File: src/rtl/fbg_pkg.sv
package fbg_pkg;
    localparam int unsigned CTRL_OFS   = 32'h0000_0C00;
    localparam int unsigned MTERM_OFS  = 32'h0000_0C04;
    localparam int unsigned NTERM_OFS  = 32'h0000_0C08;
    localparam int unsigned EN_BIT     = 7;
    localparam int unsigned SEL_W      = 2;
    localparam logic [15:0] MTERM_RST  = 16'h5F37;
    localparam logic [15:0] NTERM_RST  = 16'h3600;

    typedef enum logic [1:0] {
        SRC_BUS  = 2'd0,
        SRC_13M  = 2'd1,
        SRC_26M  = 2'd2,
        SRC_AUX  = 2'd3
    } src_e;
endpackage

File: src/rtl/fbg_regs.sv
module fbg_regs
    import fbg_pkg::*;
#(
    parameter int unsigned ADDR_W  = 12,
    parameter int unsigned DATA_W  = 16,
    parameter int unsigned RATIO_W = 16
) (
    input  logic               clk,
    input  logic               rst_n,
    input  logic               bus_sel,
    input  logic               bus_wr,
    input  logic [ADDR_W-1:0]  bus_addr,
    input  logic [DATA_W-1:0]  bus_wdata,
    output logic [DATA_W-1:0]  bus_rdata,
    output logic               cfg_en,
    output src_e               cfg_sel,
    output logic [RATIO_W-1:0] cfg_m,
    output logic [RATIO_W-1:0] cfg_n,
    output logic               wr_clr
);
    typedef struct packed {
        logic               en;
        src_e               sel;
        logic [RATIO_W-1:0] m;
        logic [RATIO_W-1:0] n;
    } regs_t;

    regs_t r_d, r_q;
    logic  hit_ctrl, hit_m, hit_n;

    always_comb begin
        hit_ctrl = (bus_addr == ADDR_W'(CTRL_OFS));
        hit_m    = (bus_addr == ADDR_W'(MTERM_OFS));
        hit_n    = (bus_addr == ADDR_W'(NTERM_OFS));
        r_d      = r_q;
        wr_clr   = 1'b0;
        if (bus_sel && bus_wr) begin
            if (hit_ctrl) begin
                r_d.en  = bus_wdata[EN_BIT];
                r_d.sel = src_e'(bus_wdata[SEL_W-1:0]);
            end
            if (hit_m) r_d.m = bus_wdata[RATIO_W-1:0];
            if (hit_n) r_d.n = bus_wdata[RATIO_W-1:0];
            wr_clr = hit_ctrl | hit_m | hit_n;
        end
        bus_rdata = '0;
        if (hit_ctrl) begin
            bus_rdata[EN_BIT]      = r_q.en;
            bus_rdata[SEL_W-1:0]   = r_q.sel;
        end else if (hit_m) begin
            bus_rdata = DATA_W'(r_q.m);
        end else if (hit_n) begin
            bus_rdata = DATA_W'(r_q.n);
        end
    end

    always_ff @(posedge clk or negedge rst_n) begin
        if (!rst_n) begin
            r_q.en  <= 1'b0;
            r_q.sel <= SRC_BUS;
            r_q.m   <= RATIO_W'(MTERM_RST);
            r_q.n   <= RATIO_W'(NTERM_RST);
        end else begin
            r_q <= r_d;
        end
    end

    assign cfg_en  = r_q.en;
    assign cfg_sel = r_q.sel;
    assign cfg_m   = r_q.m;
    assign cfg_n   = r_q.n;
endmodule

File: src/rtl/fbg_accum.sv
module fbg_accum #(
    parameter int unsigned RATIO_W = 16
) (
    input  logic               clk,
    input  logic               rst_n,
    input  logic               clr,
    input  logic               en,
    input  logic [RATIO_W-1:0] m,
    input  logic [RATIO_W-1:0] n,
    output logic               step,
    output logic               tick,
    output logic [RATIO_W:0]   acc
);
    localparam int unsigned ACC_W = RATIO_W + 1;

    typedef struct packed {
        logic [ACC_W-1:0] acc;
        logic             tick;
    } acc_t;

    acc_t a_d, a_q;
    logic [ACC_W-1:0] sum;

    always_comb begin
        a_d  = a_q;
        sum  = a_q.acc + {1'b0, n};
        step = 1'b0;
        if (clr) begin
            a_d.acc = '0;
        end else if (!en || (n >= m)) begin
            a_d.acc = '0;
            step    = 1'b1;
        end else if (sum >= {1'b0, m}) begin
            a_d.acc = sum - {1'b0, m};
            step    = 1'b1;
        end else begin
            a_d.acc = sum;
        end
        a_d.tick = step;
    end

    always_ff @(posedge clk or negedge rst_n) begin
        if (!rst_n) begin
            a_q <= '0;
        end else begin
            a_q <= a_d;
        end
    end

    assign tick = a_q.tick;
    assign acc  = a_q.acc;
endmodule

File: src/rtl/fbg_os_div.sv
module fbg_os_div #(
    parameter int unsigned OS_LOG2 = 4
) (
    input  logic clk,
    input  logic rst_n,
    input  logic clr,
    input  logic step,
    output logic baud
);
    localparam logic [OS_LOG2-1:0] LAST = '1;

    typedef struct packed {
        logic [OS_LOG2-1:0] cnt;
        logic               baud;
    } os_t;

    os_t o_d, o_q;

    always_comb begin
        o_d      = o_q;
        o_d.baud = 1'b0;
        if (clr) begin
            o_d.cnt = '0;
        end else if (step) begin
            o_d.baud = (o_q.cnt == LAST);
            o_d.cnt  = o_q.cnt + 1'b1;
        end
    end

    always_ff @(posedge clk or negedge rst_n) begin
        if (!rst_n) begin
            o_q <= '0;
        end else begin
            o_q <= o_d;
        end
    end

    assign baud = o_q.baud;
endmodule

File: src/rtl/frac_baud_gen.sv
module frac_baud_gen
    import fbg_pkg::*;
#(
    parameter int unsigned ADDR_W  = 12,
    parameter int unsigned DATA_W  = 16,
    parameter int unsigned RATIO_W = 16,
    parameter int unsigned OS_LOG2 = 4
) (
    input  logic              clk,
    input  logic              rst_n,
    input  logic              bus_sel,
    input  logic              bus_wr,
    input  logic [ADDR_W-1:0] bus_addr,
    input  logic [DATA_W-1:0] bus_wdata,
    output logic [DATA_W-1:0] bus_rdata,
    output logic [1:0]        src_sel,
    output logic              ref_tick,
    output logic              baud_tick
);
    logic               cfg_en;
    src_e               cfg_sel;
    logic [RATIO_W-1:0] cfg_m;
    logic [RATIO_W-1:0] cfg_n;
    logic               wr_clr;
    logic               step;
    logic [RATIO_W:0]   acc_val;

    fbg_regs #(
        .ADDR_W  (ADDR_W),
        .DATA_W  (DATA_W),
        .RATIO_W (RATIO_W)
    ) regs_i (
        .clk       (clk),
        .rst_n     (rst_n),
        .bus_sel   (bus_sel),
        .bus_wr    (bus_wr),
        .bus_addr  (bus_addr),
        .bus_wdata (bus_wdata),
        .bus_rdata (bus_rdata),
        .cfg_en    (cfg_en),
        .cfg_sel   (cfg_sel),
        .cfg_m     (cfg_m),
        .cfg_n     (cfg_n),
        .wr_clr    (wr_clr)
    );

    fbg_accum #(
        .RATIO_W (RATIO_W)
    ) accum_i (
        .clk   (clk),
        .rst_n (rst_n),
        .clr   (wr_clr),
        .en    (cfg_en),
        .m     (cfg_m),
        .n     (cfg_n),
        .step  (step),
        .tick  (ref_tick),
        .acc   (acc_val)
    );

    fbg_os_div #(
        .OS_LOG2 (OS_LOG2)
    ) os_i (
        .clk   (clk),
        .rst_n (rst_n),
        .clr   (wr_clr),
        .step  (step),
        .baud  (baud_tick)
    );

    assign src_sel = cfg_sel;
endmodule

File: config.mk
export PLATFORM = sky130hd
export DESIGN_NAME = frac_baud_gen
export DESIGN_NICKNAME = d
export VERILOG_FILES = /design/src/rtl/fbg_pkg.sv /design/src/rtl/fbg_regs.sv /design/src/rtl/fbg_accum.sv /design/src/rtl/fbg_os_div.sv /design/src/rtl/frac_baud_gen.sv
export SDC_FILE = /design/constraint.sdc
export NUM_CORES = 1
export LEC_CHECK = 0
export BUFFER_PORTS_ARGS = -buffer_cell sky130_fd_sc_hd__buf_2
export CELL_PAD_IN_SITES_DETAIL_PLACEMENT = 1
export CELL_PAD_IN_SITES_GLOBAL_PLACEMENT = 1
export CORE_MARGIN = 2
export CORE_UTILIZATION = 45
export CTS_CLUSTER_DIAMETER = 60
export DETAILED_ROUTE_END_ITERATION = 6
export PLACE_DENSITY_LB_ADDON = 0.25
export SYNTH_ARGS = -nofsm -noshare
export SYNTH_HDL_FRONTEND = slang
export SYNTH_SLANG_ARGS = --single-unit
File: constraint.sdc
create_clock -name clk -period 4.6 [get_ports clk]
set_input_delay 0 -clock clk [delete_from_list [all_inputs] [get_ports clk]]
set_output_delay 0 -clock clk [all_outputs]
set_load 0.01 [all_outputs]
# Yosys cells after proc, flatten, opt, wreduce, memory -nomap -nowiden
# Index checks and enable logic that the tools add are counted.
# totals
input_bits	32
output_inout_bits	20
reg_bits	58
wordCells	42
# classes
reduce_logical	7
order_cmp	2
n_eq_ne	4
addsub	3
muxes	16
bitwise	2
# ops
op	count
17-bit two-way mux	3
12-bit == test, second input constant	3
16-bit two-way mux	2
17-bit by 16-bit adder with 17-bit output	1
17-bit by 16-bit >= comparator with 1-bit output	1
17-bit by 16-bit subtractor with 17-bit output	1
16-bit >= comparator	1
5-bit two-way mux	2
8-bit two-way mux	1
1-bit two-way mux	6
2-bit AND reduction	3
4-bit by 1-bit adder with 4-bit output, second input constant	1
4-bit == test, second input constant	1
4-bit two-way mux	1
2-bit two-way mux	1
1-bit OR	2
2-bit nonzero test	1
1-bit logical AND	1
1-bit logical NOT	1
1-bit logical OR	1

# Depth between registers and ports, before layout
# Gate-level depths: netlist of run 1.
# depth
ltp_word	7
depth_mapped	17
mapped_depth_nobuf	16

# Cells and area by module
# Synthesis of run 1 repeated with hierarchy kept, for this count alone.
# unflattened
cells_unflattened	494
hier_area_um2	4700.8
# by_module_without_submodules
module	cells_per_inst	area_each_um2	n_inst	seq_area_each_um2
fbg_accum	344	2703.8	1	450.4
fbg_regs	131	1742.9	1	894.6
fbg_os_div	19	254.0	1	125.1

# Worst setup path after synthesis of run 1
# No wires, ideal clock.
# synth_timing
path_kind	flip-flop to flip-flop
start	register regs_i.cfg_n[0] (netlist name)
end	register accum_i.a_q (netlist bit accum_i.acc[14])
required_ns	4.527
setup_slack_ns	0.786
setup_ns	0.073
stages_incl_launch_ff	17
arrival_time_ns	3.741
period_less_slack_ns	3.814
path_buffers	0
cell_sequence	dfrtp_1 ha_1 inv_1 fa_1 nand2b_1 a21oi_2 o211ai_1 a2111o_1 o211ai_1 ha_1 a21oi_1 o211ai_1 a31oi_1 a31oi_2 a21o_1 or4_4 a21oi_2
# synth_rtl
item	line	source
end signal, assigned	fbg_accum.sv:44	a_q <= '0;
end signal, assigned	fbg_accum.sv:46	a_q <= a_d;
end, declared	fbg_accum.sv:21	acc_t a_d, a_q;

==> results of run 1 <==
[registers in the layout, summed over array words and instances (netlist names)]
register / flops
os_i.o_q: 4
os_i.baud: 1
regs_i.cfg_sel: 2
accum_i.tick: 1
regs_i.cfg_m: 16
regs_i.cfg_en: 1
regs_i.cfg_n: 16
accum_i.acc: 17
[kinds of logic after synthesis]
kind of cell,count (synthesis)
mux,27
fa+ha+maj,51
buf+inv,43
compound gates,168
xor+xnor,19
simple gates,142
flops,58
[cells in the mapped netlist, drive strengths merged, types with 6 or more instances]
| cell | count |
|---|---|
| a211o | 6 |
| a211oi | 11 |
| a21o | 13 |
| a21oi | 45 |
| a22o | 13 |
| a31oi | 6 |
| buf | 12 |
| dfrtp | 43 |
| dfstp | 15 |
| ha | 49 |
| inv | 26 |
| mux2 | 18 |
| mux2i | 9 |
| nand2 | 40 |
| nand2b | 12 |
| nand3 | 23 |
| nor2 | 22 |
| nor2b | 8 |
| nor3 | 13 |
| o211ai | 8 |
| o21a | 7 |
| o21ai | 38 |
| xnor2 | 12 |
| xor2 | 7 |
[per-stage QoR]
| stage | area (um2) | util, % | cells |
|---|---|---|---|
| 2_1_floorplan | 4630 | - | 508 |
| 3_3_place_gp | 5030 | 49.6 | 686 |
| 3_5_place_dp | 5030 | 49.6 | 686 |
| 4_1_cts | 5370 | 52.9 | 719 |
| 5_1_grt | 5400 | 53.2 | 719 |
| 6_report | 5400 | 53.2 | 719 |
[tightest hold or removal path: stages]
cell,delay (ps)
buf_2,160
nor4_1,120
mux2_2,240
[power by group through the flow]
stage | combinational [mW] | sequential, mW | clock (mW)
6_report | 0.104 | 0.541 | 0.411
4_1_cts | 0.105 | 0.541 | 0.415
3_3_place_gp | 0.0875 | 0.547 | 0
2_1_floorplan | 0.0546 | 0.545 | 0
3_5_place_dp | 0.0937 | 0.550 | 0
5_1_grt | 0.117 | 0.544 | 0.446
[cell type report]
class                   instances  area [um2]  share of cell area, %
clock buffers                  10         128                   2.36
flip-flops and latches         58        1470                   27.2
well taps                     136         170                   3.15
repair buffers                 76         485                   8.99
multi-input cells             407        3010                   55.8
inverters                      26        97.6                   1.81
clock inverters                 6        35.0                  0.649
[worst max-delay path by stage]
stage / from / endpoint
3_3_place_gp: regs_i.cfg_n[0] / accum_i.acc[14]
6_report: regs_i.cfg_n[0] / accum_i.acc[14]
3_5_place_dp: regs_i.cfg_n[0] / accum_i.acc[14]
4_1_cts: regs_i.cfg_n[0] / accum_i.acc[14]
5_1_grt: regs_i.cfg_n[0] / accum_i.acc[14]
2_1_floorplan: regs_i.cfg_n[0] / accum_i.acc[14]
[layout by cell type (no fill, tap or decap), types with 3 or more instances in the layout]
master	count
buf_2	51
ha_1	49
dfrtp_1	43
a21oi_1	40
nand2_1	40
o21ai_0	38
inv_1	26
nand3_1	23
nor2_1	22
mux2_2	18
dlygate4sd3_1	17
dfstp_2	15
nor3_1	13
a22o_1	13
a21o_1	12
xnor2_1	12
nand2b_1	12
a211oi_1	11
mux2i_1	9
clkbuf_8	9
buf_4	8
xor2_1	7
o211ai_1	7
o21a_1	7
nor2b_1	6
a211o_1	5
o21bai_1	4
a31oi_1	4
or3_1	4
nor4_1	4
clkinv_2	4
a21oi_2	3
and3_1	3
nand4_1	3
[routing by layer]
| metal | vias up | share of wire, % |
|---|---|---|
| li1 | 2025 | - |
| met1 | 2144 | 47 |
| met2 | 83 | 48 |
| met3 | 16 | 3.2 |
| met4 | 0 | 1.5 |
| met5 | - | 0 |
[what timing repair did]
item / 4_1_cts / 5_1_grt
setup endpoints to repair: 0 / 21
hold buffers: 17 / 0
hold endpoints to repair: 78 / 0
resized for setup: 0 / 6
==> summary.md, run 1 <==
| Metric | Value |
|---|---|
| Outcome | `finished clean` |
| Area share of the largest cell type after synthesis | `about 23%` |
| Sequential area share after synthesis | `31.8%` |
| Worst Path Class, Setup | `reg2reg` |
| Asr flop ratio synth | `100%` |
| Routability Congestion | `approximately 0.84` |
| Total power | `1.06 mW` |
| Met2 Resource Use GR | `between 40% and 50%` |
| Synth warnings | `0` |
| Worst Path Buf+Inv | `1` |
| Vias in the first global route | `~4400` |
| Nets | `approximately 660` |
| Hold slack | `roughly 200 ps` |
| Combinational family with the most area after synthesis | `compound AO/OA/AOI/OAI gates` |
| PwrDens | `slightly below 200 nW/um2` |
| WP data arrival | `roughly 4600 ps` |
| Fin crit share | `94.1%` |
| Avg Cell Area, Syn | `a little over 9 um2` |
| Initial antenna violation count | `0` |
| VDD IR max | `0.000133 V` |
| Post-DP HPWL | `around 11 mm` |
| Sw Pwr | `about 0.29 mW` |
| Ys flop type | `dfrtp_1` |
| Part of the power in registers | `about half` |
| Tightest Pin Transition | `approximately 1000 ps` |
| Crit-path max FO | `14` |
| Hold path start | `bus_addr[3]` |
| Internal Pwr Total | `approximately 0.77 mW` |
| Syn Inst Count | `slightly above 500` |
| XOR/XNOR Fraction of Synth Area | `under 10%` |
| Die extent in x | `roughly 110 um` |
| Setup TNS | `0 ps` |
| Avg WL per Cell | `roughly 20 um` |
| RSZ-0062 raised after global routing | `no` |
| CTS buffer count | `9` |
| Clock Path Buffers | `2` |
| Clk slew on worst S/H paths | `about 70 ps` |
| CTS H-tree depth | `3` |
| Post-synthesis mux area share | `~6.3%` |
| Fmax achieved | `between 0.2 and 0.25 GHz` |
| EDFF count, synth | `0` |
| Adder-cell share of the synthesized area | `14.1%` |
| Top Family by Delay on Critical Path | `compound AO/OA/AOI/OAI gates` |
| HP Class | `in2reg` |
| Setup crit end kind | `register` |
| Initial core utilization | `~46%` |
| Clock power frac | `about 39%` |
| Compound-Gate Fraction of Synth Area | `24.8%` |
| Number of clock sinks | `58` |
| Die H | `approximately 110 um` |
| DR DRC count | `0` |
| Largest net degree at the start of global routing | `slightly below 60` |
| Grt ovf | `0` |
| Antenna-violating nets left | `0` |
| Root buffer cell | `clkbuf_8` |
| Final-layout fill cell count | `between 1000 and 1500` |
| R2R Setup Slk | `about 270 ps` |
| Row cnt | `37` |
| Worst slack, placed | `around 230 ps` |
| Critical Path Stages | `16` |
| Area contributors post-synth | `dfrtp_1 23%, ha_1 13%, dfstp_2 8.5%` |
| Final hold viol count | `0` |
| ANT cells | `0` |
| Via density | `slightly below 6` |
| Mapped Area | `between 4000 and 5000 um2` |
| Max cap viols | `0` |
| Reg2reg end | `accum_i.acc[14]` |
| Simple-gate share of the synthesized area | `15.5%` |
| Clock Skews | `approximately 10 ps` |
| Crit-path slowest cell | `or4_4` |
| Final worst slack | `around 270 ps` |
| DR iter-0 viols | `206` |
| Port Buffers | `51` |
| Net Sw Frac | `27.2%` |
| IO Pins | `52` |
| Clk_lat worst skew | `~350 ps` |
| Startpoint types | `register` |
| Hold path cells | `3` |
| DR pass1 iterations | `4` |
| Unique masters post-synth | `between 60 and 70` |
| Leading area contributor after synthesis | `dfrtp_1` |
| Worst reg2reg path startpoint | `regs_i.cfg_n[0]` |
| CP max stage delay | `around 500 ps` |
| First-pass GRT wire length | `about 23 mm` |
| Total number of vias | `4268` |
| Post-CTS setup buffers | `0` |
| Crit path required time | `4880 ps` |
| WL final | `between 10 and 15 mm` |
| Worst slew margin | `32.1%` |
| Hold worst-path end | `regs_i.cfg_sel[1]` |
| Flops & latches, synth | `58` |
| R2R depth | `16` |
| Global routing met3 resource utilization | `under 10%` |
| Global Route met1 Usage | `a little over a third` |
| Leakage | `about 2.7 nW` |
| Slew Limit Fails | `0` |
| Share of post-route cells with drive strength above 1 | `about 22%` |
| Most Crowded Layer GR | `met2` |
| Combinational cell fraction of total power | `9.9%` |
| TritonCTS clock tree | `built` |
| Layout area overhead | `16.6%` |
| Total GRT Usage | `between 20% and 30%` |
| Die area | `between 10000 and 15000 um2` |
| Fin crit period | `~4300 ps` |
| CORE AREA | `~10000 um2` |
| Synthesized Nets | `591` |
| Crit-path cells | `ha_1, inv_1, fa_1, nand2b_1, a21oi_4, o211ai_1, a2111o_1, o211ai_1, ha_1, nand2_1, nand2_1, a31oi_2, a31oi_2, a21o_2, or4_4, a21oi_2` |
| Finish-stage setup viols | `0` |
Power figures use the tool's default switching activity.
==> inputs of run 2 (changes only) <==
SETUP_SLACK_MARGIN = 0.3   (was unset)
==> summary.md, run 2 (synthesis results as in run 1) <==
| Metric | Value |
|---|---|
| Outcome | `finished clean` |
| Leakage | `2.77 nW (+2.2%)` |
| ANT cells | `0 (unchanged)` |
| Initial antenna violation count | `0 (unchanged)` |
| Fmax achieved | `0.238 GHz (+3.0%)` |
| CTS H-tree depth | `3 (unchanged)` |
| Hold path start | `bus_addr[3]` |
| Met3 wire length | `597 um (+30%)` |
| Setup TNS | `0 ps (unchanged)` |
| Slew Limit Fails | `0 (unchanged)` |
| Crit-path max FO | `5 (-9)` |
| Final worst slack | `396 ps (+124 ps)` |
| Avg WL per Cell | `20.1 um (+1.1%)` |
| WL final | `14.6 mm (+2.4%)` |
| Die area | `11100 um2 (unchanged)` |
| Clk slew on worst S/H paths | `70 ps (about the same)` |
| PwrDens | `191 nW/um2 (-2.5%)` |
| Area of the multi-input gates | `3070 um2 (+2.1%)` |
| Crit path from | `regs_i.cfg_n[0]` |
| Root buffer cell | `clkbuf_8` |
| Clock Path Buffers | `2 (unchanged)` |
| Tightest Pin Transition | `1040 ps (+27.1 ps)` |
| Worst reg2reg path startpoint | `regs_i.cfg_n[0]` |
| Die H | `105 um (unchanged)` |
| Port Buffers | `51 (unchanged)` |
| DR iter-0 viols | `308 (+50%)` |
| DR pass1 iterations | `5 (+1)` |
| Setup crit end kind | `register` |
| Total power | `1.06 mW (about the same)` |
| Post-DP HPWL | `10.7 mm (unchanged)` |
| Routability Congestion | `0.844 (unchanged)` |
| Max FFs per register | `17 (unchanged)` |
| Antenna-violating nets left | `0 (unchanged)` |
| Total number of vias | `4351 (+1.9%)` |
| Crit path required time | `4880 ps (about the same)` |
| Number of clock sinks | `58 (unchanged)` |
| Register Area | `1470 um2 (unchanged)` |
| CORE AREA | `10100 um2 (unchanged)` |
| Final-layout fill cell count | `1206 (-0.82%)` |
| Finish-stage setup viols | `0 (unchanged)` |
| Total GRT Usage | `26.2% (unchanged)` |
| WP data arrival | `4490 ps (-120 ps)` |
| Worst slack, placed | `234 ps (unchanged)` |
| Max Used Layer | `met4` |
| Met1 wire length | `6.68 mm (-0.36%)` |
| First-pass GRT wire length | `22.7 mm (unchanged)` |
| Fin crit period | `4200 ps (-124 ps)` |
| Hold slack | `196 ps (-2.38 ps)` |
| Clk_lat worst skew | `360 ps (about the same)` |
| Vias in the first global route | `4439 (unchanged)` |
| VDD IR max | `0.000132 V (-0.50%)` |
| Worst Path Class, Setup | `reg2reg` |
| Grt ovf | `0 (unchanged)` |
| Initial core utilization | `45.7% (unchanged)` |
| Clock Skews | `9.71 ps (-0.592 ps)` |
| CTS buffer count | `9 (unchanged)` |
| Commonest non-fill, non-tap cell in the layout | `buf_2` |
| Row cnt | `37 (unchanged)` |
| IO Pins | `52 (unchanged)` |
| Via density | `5.98 (+0.68%)` |
| RSZ-0062 raised after global routing | `no` |
| Fin crit share | `91.4% (-2.7 points)` |
| Startpoint types | `register` |
| Commonest cells after routing, fill and taps aside | `51 x buf_2, 45 x ha_1, 43 x dfrtp_1` |
| Routed wl met2 | `7.10 mm (+2.5%)` |
| Largest net degree at the start of global routing | `59 (unchanged)` |
| Worst slew margin | `30.3% (-1.8 points)` |
| Share of post-route cells with drive strength above 1 | `24.2% (+2.4 points)` |
| HP Class | `in2reg` |
| TritonCTS clock tree | `built` |
| Max cap viols | `0 (unchanged)` |
| Final hold viol count | `0 (unchanged)` |
| Nets | `670 (+1.4%)` |
| Layout area overhead | `19.7%` |
| DR DRC count | `0 (unchanged)` |
| Die extent in x | `105 um (unchanged)` |
[run 2: cell count changes in the layout (fill, tap and decap cells not counted), sizes merged]
cell  change
buf       +9
[run 2: final timing paths]
check / end / slack [ps] / depth (start not counted)
setup / recovery: accum_i.acc[14] / 400 / 16
hold reg to reg: regs_i.cfg_sel[0] / 550 / 1
setup reg to reg: accum_i.acc[14] / 400 / 16
hold / removal: regs_i.cfg_sel[1] / 200 / 3
max in group asynchronous: regs_i.cfg_n[11] / 3780 / 3
min in group asynchronous: os_i.o_q[2] / 310 / 3
[run 2: final cells by class]
class,count,area share [%]
Tap cell,136,3.07
Multi-Input combinational cell,407,55.5
Clock inverter,6,0.632
Inverter,26,1.76
Timing Repair Buffer,85,10.2
Sequential cell,58,26.5
Clock buffer,10,2.30
[run 2: critical path, stage by stage, from the launching register on]
cell and delay, ps:
dfrtp_1 420, ha_4 160, inv_1 50, fa_1 410, nand2b_4 180, a21oi_4 180
o211ai_1 160, a2111o_1 400, o211ai_1 190, ha_1 350, a21oi_2 190, o211ai_1 120
a31oi_2 280, a31oi_4 150, a21o_4 260, or4_4 480, a21oi_2 120
[run 2: timing repair]
| item | CTS | global route |
|---|---|---|
| gates resized for setup | 2 | 16 |
| pin swaps | 0 | 9 |
| cloned | 0 | 0 |
| setup buffers | 0 | 9 |
| setup endpoints to repair | 9 | 23 |
| hold endpoints to repair | 78 | 0 |
| hold buffers | 17 | 0 |
[run 2: stage by stage]
step | std cells | utilization [%] | cell area, um2
finish | 728 | 54.6 | 5540
global route | 728 | 54.6 | 5540
global placement | 686 | 49.6 | 5030
CTS | 719 | 53.0 | 5370
floorplan | 508 | - | 4630
detailed placement | 686 | 49.6 | 5030
[run 2: metal layers]
layer / GRT usage, % / vias to the layer above
li1: - / 2038
met1: 34.9 / 2175
met2: 44.2 / 116
met3: 3.90 / 22
met4: 7.14 / 0
met5: 0 / -
[run 2: where the power goes]
part / switching, mW / internal, mW
logic: 0.0525 / 0.0523
clock network: 0.221 / 0.191
registers: 0.0140 / 0.527
total: 0.288 / 0.770
